[config.mk]
export PLATFORM = sky130hd
export DESIGN_NAME = dual_mode_fifo
export DESIGN_NICKNAME = d
export VERILOG_FILES = /design/src/rtl/dmf_pkg.sv /design/src/rtl/dmf_store.sv /design/src/rtl/dmf_ptrs.sv /design/src/rtl/dual_mode_fifo.sv
export SDC_FILE = /design/constraint.sdc
export NUM_CORES = 1
export LEC_CHECK = 0
export CELL_PAD_IN_SITES_DETAIL_PLACEMENT = 0
export CELL_PAD_IN_SITES_GLOBAL_PLACEMENT = 1
export CORE_MARGIN = 3
export CORE_UTILIZATION = 54
export CTS_BUF_LIST = sky130_fd_sc_hd__clkbuf_16
export DETAILED_ROUTE_END_ITERATION = 8
export DONT_BUFFER_PORTS = 1
export GPL_TIMING_DRIVEN = 0
export PLACE_DENSITY = 0.77
export SLEW_MARGIN = 10
export SYNTH_ARGS = -nofsm -noshare
export SYNTH_HDL_FRONTEND = slang
export SYNTH_SLANG_ARGS = --single-unit
[constraint.sdc]
create_clock -name clk -period 4.2 [get_ports clk]
set_clock_uncertainty 0.05 [all_clocks]
set_input_delay 0.63 -clock clk [delete_from_list [all_inputs] [get_ports clk]]
set_output_delay 0.63 -clock clk [all_outputs]
set_load 0.05 [all_outputs]
[src/rtl/dmf_pkg.sv]
package dmf_pkg;

    // Read-side output stage states
    typedef enum logic [1:0] {
        ST_STD     = 2'd0,  // standard mode: output moves only on request
        ST_FT_DRY  = 2'd1,  // fall-through: no valid word at the output
        ST_FT_HOLD = 2'd2   // fall-through: head word is shown
    } out_st_e;

endpackage

[src/rtl/dmf_store.sv]
module dmf_store #(
    parameter int W     = 8,
    parameter int DEPTH = 16,
    localparam int AW   = $clog2(DEPTH)
) (
    input  logic          clk,
    input  logic          we,
    input  logic [AW-1:0] waddr,
    input  logic [W-1:0]  wdata,
    input  logic [AW-1:0] raddr,
    output logic [W-1:0]  rdata
);

    logic [W-1:0] cells [DEPTH];

    always_ff @(posedge clk) begin
        if (we) begin
            cells[waddr] <= wdata;
        end
    end

    assign rdata = cells[raddr];

endmodule

[src/rtl/dmf_ptrs.sv]
module dmf_ptrs #(
    parameter int DEPTH = 16,
    localparam int AW   = $clog2(DEPTH)
) (
    input  logic          clk,
    input  logic          mrst_n,
    input  logic          prst_n,
    input  logic          push,
    input  logic          pop,
    input  logic          rewind,
    output logic [AW-1:0] waddr,
    output logic [AW-1:0] raddr,
    output logic [AW:0]   count,
    output logic          empty,
    output logic          full,
    output logic          half
);

    localparam logic [AW:0] FULL_CNT = (AW+1)'(DEPTH);
    localparam logic [AW:0] HALF_CNT = (AW+1)'(DEPTH / 2);

    logic [AW:0] wptr_q;
    logic [AW:0] rptr_q;

    always_ff @(posedge clk) begin
        if (!mrst_n || !prst_n) begin
            wptr_q <= '0;
            rptr_q <= '0;
        end else begin
            if (push) begin
                wptr_q <= wptr_q + 1'b1;
            end
            if (rewind) begin
                rptr_q <= '0;
            end else if (pop) begin
                rptr_q <= rptr_q + 1'b1;
            end
        end
    end

    assign waddr = wptr_q[AW-1:0];
    assign raddr = rptr_q[AW-1:0];
    assign count = wptr_q - rptr_q;
    assign empty = (count == '0);
    assign full  = (count == FULL_CNT);
    assign half  = (count > HALF_CNT);

endmodule

[src/rtl/dual_mode_fifo.sv]
module dual_mode_fifo
    import dmf_pkg::*;
#(
    parameter int W     = 8,
    parameter int DEPTH = 16
) (
    input  logic         clk,
    input  logic         mrst_n,
    input  logic         prst_n,
    input  logic         mode_sel_i,
    input  logic         wr_en_n,
    input  logic [W-1:0] wr_data_i,
    input  logic         rd_en_n,
    input  logic         oe_n,
    input  logic         retx_n,
    output logic [W-1:0] rd_data_o,
    output logic         rd_flag_o,
    output logic         wr_flag_o,
    output logic         half_o
);

    localparam int AW = $clog2(DEPTH);

    logic          mode_q;     // 1 = fall-through
    out_st_e       state_q;
    out_st_e       state_nx;
    logic          push;
    logic          pop;
    logic [AW-1:0] waddr;
    logic [AW-1:0] raddr;
    logic [AW:0]   mem_cnt;
    logic          mem_empty;
    logic          mem_full;
    logic          mem_half;
    logic [W-1:0]  mem_rd;
    logic [W-1:0]  dout_q;

    function automatic out_st_e home_state(input logic ft);
        return ft ? ST_FT_DRY : ST_STD;
    endfunction

    // Mode capture: only while master reset is held
    always_ff @(posedge clk) begin
        if (!mrst_n) begin
            mode_q <= mode_sel_i;
        end
    end

    // State register
    always_ff @(posedge clk) begin
        if (!mrst_n) begin
            state_q <= home_state(mode_sel_i);
        end else if (!prst_n) begin
            state_q <= home_state(mode_q);
        end else begin
            state_q <= state_nx;
        end
    end

    assign push = !wr_en_n && !mem_full;

    // Next state and read strobe
    always_comb begin
        state_nx = state_q;
        pop      = 1'b0;
        unique case (state_q)
            ST_STD: begin
                pop = !rd_en_n && !mem_empty && retx_n;
            end
            ST_FT_DRY: begin
                if (retx_n && !mem_empty) begin
                    pop      = 1'b1;
                    state_nx = ST_FT_HOLD;   // fetch
                end
            end
            ST_FT_HOLD: begin
                if (!retx_n) begin
                    state_nx = ST_FT_DRY;    // rewind
                end else if (!rd_en_n) begin
                    if (!mem_empty) begin
                        pop = 1'b1;          // advance
                    end else begin
                        state_nx = ST_FT_DRY; // drain
                    end
                end
            end
            default: state_nx = home_state(mode_q);
        endcase
    end

    dmf_ptrs #(.DEPTH(DEPTH)) u_ptrs (
        .clk    (clk),
        .mrst_n (mrst_n),
        .prst_n (prst_n),
        .push   (push),
        .pop    (pop),
        .rewind (!retx_n),
        .waddr  (waddr),
        .raddr  (raddr),
        .count  (mem_cnt),
        .empty  (mem_empty),
        .full   (mem_full),
        .half   (mem_half)
    );

    dmf_store #(.W(W), .DEPTH(DEPTH)) u_mem (
        .clk   (clk),
        .we    (push),
        .waddr (waddr),
        .wdata (wr_data_i),
        .raddr (raddr),
        .rdata (mem_rd)
    );

    // Output register
    always_ff @(posedge clk) begin
        if (!mrst_n || !prst_n) begin
            dout_q <= '0;
        end else if (pop) begin
            dout_q <= mem_rd;
        end
    end

    // Flags and output drive
    always_comb begin
        rd_flag_o = mode_q ? (state_q != ST_FT_HOLD) : mem_empty;
        wr_flag_o = mem_full;
        half_o    = mem_half;
        rd_data_o = oe_n ? '0 : dout_q;
    end

endmodule

Word-level counts from Yosys, hierarchy flattened
Memories as Yosys holds them, arrays and structs flattened. A register that Yosys moved wholly into a read port is not among the register bits.
Cells that the tools add are included.
{"block": "totals", "reg_bits": 13, "mem_bits_rw": 128, "in_bits": 16, "out_inout_bits": 11, "elab_cells": 51, "memories": 1}
{"block": "classes", "addsub": 3, "n_lt_le_gt_ge": 1, "eq_ne": 8, "n_mux": 18, "bitwise": 1, "reduce_logical": 15}
{"memory": "u_mem.cells", "words": 16, "width": 8, "read_ports": 1, "rd_clocked_by_memory_dff": 1, "write_ports": 1, "line_no": "dmf_store.sv:14", "rtl": "logic [W-1:0] cells [DEPTH];"}
{"cell": "2-bit 2-to-1 mux", "count": 6}
{"cell": "5-bit by 1-bit adder with 5-bit output, second input constant", "count": 2}
{"cell": "5-bit inequality test, second input constant", "count": 2}
{"cell": "1-bit 2-to-1 mux", "count": 9}
{"cell": "8-bit 2-to-1 mux", "count": 1}
{"cell": "1-bit logical NOT", "count": 6}
{"cell": "2-bit one-hot mux with 3 select lines", "count": 1}
{"cell": "5-bit == test, second input constant", "count": 1}
{"cell": "5-bit by 4-bit greater-than comparator with 1-bit output, second input constant", "count": 1}
{"cell": "5-bit logical NOT", "count": 1}
{"cell": "5-bit subtractor", "count": 1}
{"cell": "1-bit logical AND", "count": 4}
{"cell": "4-bit inequality test, second input constant", "count": 1}
{"cell": "4-bit AND reduction", "count": 1}
{"cell": "3-bit inequality test, second input constant", "count": 1}
{"cell": "1-bit one-hot mux with 3 select lines", "count": 1}
{"cell": "2-bit by 1-bit == test with 1-bit output, second input constant", "count": 1}
{"cell": "2-bit == test, second input constant", "count": 1}
{"cell": "2-bit logical NOT", "count": 1}
{"cell": "2-bit inequality test, second input constant", "count": 1}
{"cell": "2-bit OR reduction", "count": 1}
{"cell": "1-bit logical OR", "count": 1}
{"cell": "1-bit inverter", "count": 1}

Longest topological paths before layout
{"block": "depth", "depth_word": 8, "mapped_depth": 12, "mapped_depth_nobuf": 8}

Cells and area by module
Synthesis repeated with hierarchy kept, for this count alone.
{"block": "hier_totals", "cells_unflattened": 362, "area_unflattened_um2": 6281.0}
{"module": "dmf_store", "instances": 1, "cells_each": 221, "area_per_inst_um2": 4987.3, "seq_area_each_um2": 3843.7}
{"module": "dmf_ptrs", "instances": 1, "cells_each": 76, "area_per_inst_um2": 673.1, "seq_area_each_um2": 200.2}
{"module": "dual_mode_fifo", "instances": 1, "cells_each": 65, "area_per_inst_um2": 620.6, "seq_area_each_um2": 250.2}

Least setup slack after synthesis
Ideal clock, no wire load.
{"block": "synth_path", "kind": "register to output", "startpoint": "register u_ptrs.rptr_q[2]", "endpoint": "output port rd_flag_o", "arrival_ps": 3154, "required_time_ps": 3520, "setup_slack_ps": 366, "stages_incl_launch_ff": 12, "path_buffers": 4, "cell_sequence": "dfxtp_1 buf_2 buf_1 inv_1 clkbuf_1 ha_1 or2_0 o22ai_1 xor2_2 o211ai_1 buf_2 mux2i_1"}
{"block": "synth_via", "elab_chain_cells": 3}
{"item": "from (decl)", "line_no": "dmf_ptrs.sv:23", "rtl": "logic [AW:0] rptr_q;"}
{"item": "from (signal assigned)", "line_no": "dmf_ptrs.sv:36", "rtl": "rptr_q <= rptr_q + 1'b1;"}
{"item": "5-bit subtractor", "line_no": "dmf_ptrs.sv:43", "rtl": "assign count = wptr_q - rptr_q;"}
{"item": "5-bit logical NOT", "line_no": "dmf_ptrs.sv:44", "rtl": "assign empty = (count == '0);"}
{"item": "1-bit 2-to-1 mux", "line_no": "dual_mode_fifo.sv:126", "rtl": "rd_flag_o = mode_q ? (state_q != ST_FT_HOLD) : mem_empty;"}
{"item": "to (decl)", "line_no": "dual_mode_fifo.sv:17", "rtl": "output logic rd_flag_o,"}
No other way between the ends.

Worst setup path in the final report
{"block": "layout_path", "startpoint": "register u_ptrs.rptr_q[1]", "endpoint": "output port rd_flag_o"}
The elaborated chain is that of the path after synthesis.

==> results.md <==
- Initial antenna violation count: 0
- DR DRC count: 0
- Placed cells: roughly 540
- Met1 Usage GRT: 28.9%
- Post-synthesis cell area: around 6300 µm²
- Layout cells sized above 1: roughly a fifth
- Max-cap viol count: 0
- Post-synth top area share: between 60% and 70%
- Ports: 27
- Initial Util: a little under three fifths
- Number of distinct library cells after synthesis: between 40 and 50
- Critical Path End Type: output pin
- Die area: about 13000 µm²
- Post-synth top area cell: edfxtp_1
- Peak VDD IR: around 500 µV
- Top_reg_cell synth: edfxtp_1
- DR pass1 iterations: 5
- Post-DP HPWL: ~8.5 mm
- Min-delay worst type: input port to flip-flop
- Sequential share of the synthesized area: between 60% and 70%
- Worst Path Max Fanout: 18
- FMAX: approximately 250 MHz
- Synth Warn #: 0
- Worst hold margin: between 0.2 and 0.3 ns
- Post-route ant nets: 0
- GP Congestion: 0.789
- Fraction of the cycle the final worst path needs: between 90 and 100%
- WS Path Type: flip-flop to output pin
- Worst skew pair latency: 0.42 ns
- Critical Path Source Type: flip-flop
- Layout area overhead: 12.5%
- Routed len/inst: approximately 23 µm
- RSZ-0062 raised after global routing: no
- Mean Syn Cell Area: approximately 16 µm²
- #FFs+latches synth: roughly 150
- Clk sinks: between 100 and 150
- Post-placement setup slack: -0.496 ns
- DRT Wirelength: between 10 and 15 mm
- Final Non-Filler Cells: around 570
- Total grt overflow: 0
- Met2 Resource Use GR: about a third
- # port buffers: 0
- Number of flops mapped to enable cells by yosys: roughly 130
- Core area: around 11000 µm²
- Finish-stage setup viols: 0
- Top cells by area, synth: edfxtp_1 (62%), mux4_2 (11%), dfxtp_1 (5.7%)
- N_diodes: 0
- PnR worst setup slack: roughly 0.28 ns
- Routed vias/inst: between 5 and 6
- Actual slew at the worst max-slew pin: around 0.98 ns
- Root Driver: clkbuf_16
- Crit path DAT: roughly 3.2 ns
- Asr flop ratio synth: 0%
- CTS tree: done
- Iter 0 DRT Violations: between 200 and 300
- Final Hold Violating Endpoints: 0
- Pleak: 2.33 nW
- Top cell family by delay on the critical path: buffers and inverters
- Number of max-slew violations in the final report: 0
- Critical-path cell list: buf_4 > clkinv_2 > ha_1 > nor2b_2 > o22ai_1 > xor2_2 > o211ai_1 > buf_2 > mux2i_4
- Reg clk slew, reported paths: 0.06 ns
- Die Span X: about 110 µm
- Via count: 3436
- Post-layout minimum cycle time: 3.92 ns
- Commonest cells in the synthesized netlist: edfxtp_1 (131), nand2_1 (53), mux4_2 (32)
- R2R Setup Slk: 0.56 ns
- Clk buf depth: 2
- Largest net degree at the start of global routing: 19
- Hold Buf Count CTS: 0
- Crit path buffers/inverters: 3
- Worst EP required: about 3.5 ns
- Crit-path slowest cell: mux2i_4
- Status: finished clean
- Fin nets: between 400 and 500
- Worst slew margin: approximately 35%
- Pwr per Cell Area: 451 nW/µm²
- First-pass GRT wire length: 20.5 mm
- Synth Instances: just over 400
- H-tree Lvls: 4
- Syn Nets: roughly 430
- Total global-route track usage: 22.0%
- Die height: roughly 110 µm
- # rows: 38
- Gr busiest metal: met2
- Power, Total: ~3.2 mW
- Top-count cell post-synth: edfxtp_1
- Crit-path max cell delay: ~0.4 ns
- Num CTS Buffers: 17
- Number of global-route vias before repair: ~3.6k
- Met3 GRT Util: 6.84%
-- cell families after synthesis --
| kind of cell | Yosys count | share of synthesized area (%) |
|---|---|---|
| DFF | 149 | 68.2 |
| AOI/OAI and AO/OA | 54 | 5.66 |
| muxes | 38 | 12.4 |
| xor gates and xnor gates | 4 | 0.676 |
| buffers and inverters | 31 | 2.17 |
| adders and majority gates | 13 | 2.58 |
| and+or+nand+nor | 114 | 8.29 |
-- worst register-to-register path, stage by stage (launching register included) --
cell	delay [ns]
dfxtp_1	0.35
buf_4	0.29
clkinv_2	0.24
ha_1	0.35
nor2b_2	0.17
o22ai_1	0.23
xor2_2	0.17
a41oi_2	0.42
nand2_1	0.30
nor2_1	0.69
-- final timing paths --
path	startpoint	end	depth (start not counted)
worst max-delay path	u_ptrs.rptr_q[1]$_SDFFE_PP0P_	rd_flag_o	9
worst min-delay path	wr_data_i[7]	u_mem.cells[6][7]$_DFFE_PP_	0
worst max register to register	u_ptrs.rptr_q[1]$_SDFFE_PP0P_	u_mem.cells[7][1]$_DFFE_PP_	9
worst min register to register	dout_q[1]$_SDFFE_PN0P_	dout_q[1]$_SDFFE_PN0P_	2
-- routing by layer --
layer | vias to the layer above | part of all wire (%) | routed length (µm)
li1 | 1601 | - | -
met1 | 1715 | 42 | 5510
met2 | 102 | 49 | 6340
met3 | 18 | 7.0 | 906
met4 | 0 | 1.8 | 235
met5 | - | 0 | 0
-- stage by stage --
step                      instance area (µm²)  TNS [ns]  utilization [%]
after floorplan                          6300         0                -
after global placement                   6470    -13.52             58.2
after detailed placement                 6470    -19.68             58.2
after CTS                                7060         0             63.5
after global routing                     7080         0             63.7
final                                    7080         0             63.7
-- where the power goes --
part           switching, mW  leakage, nW  internal, mW  total (mW)
Combinational         0.0692        0.714        0.0398       0.109
Clock                  0.542        0.280         0.914        1.46
Sequential           0.00652         1.33          1.63        1.63
-- cell type report --
type / count / area (µm²)
buffer: 19 / 98.8
clock buffer: 17 / 425
clock inverter: 15 / 148
fill: 816 / 4040
inverter: 9 / 35.0
multi-input combinational: 223 / 1900
sequential: 149 / 4290
tap: 140 / 175
timing repair buffer: 1 / 7.51
-- cells in the final DEF, fill, tap and decap left out, drive strengths merged, types with 3 or more instances in the layout --
cell / synthesis / layout
clkinv: 1 / 7
clkinvlp: 0 / 3
buf: 12 / 11
nor3: 5 / 5
or2: 4 / 4
nand3: 16 / 16
nand4: 3 / 3
nand2b: 3 / 3
clkbuf: 10 / 26
ha: 13 / 13
inv: 8 / 11
edfxtp: 131 / 131
bufinv: 0 / 3
o2111ai: 8 / 8
a21oi: 19 / 19
o21ai: 14 / 14
dfxtp: 18 / 18
mux2i: 5 / 5
nand2: 53 / 53
mux4: 32 / 32
nor2b: 10 / 10
nor2: 15 / 15
-- flip-flops by register name, summed over array words and instances, names as in the netlist --
signal and cells:
u_mem.cells 128, mode_q 1, dout_q 8, u_ptrs.rptr_q 5, state_q 2, u_ptrs.wptr_q 5
-- what timing repair did --
action,4_1_cts,5_1_grt
buffers inserted,0,1
endpoints found under the setup margin,123,9
resized for setup,7,3
pin swaps,0,1
No activity file was read; power rests on OpenSTA's default activity.
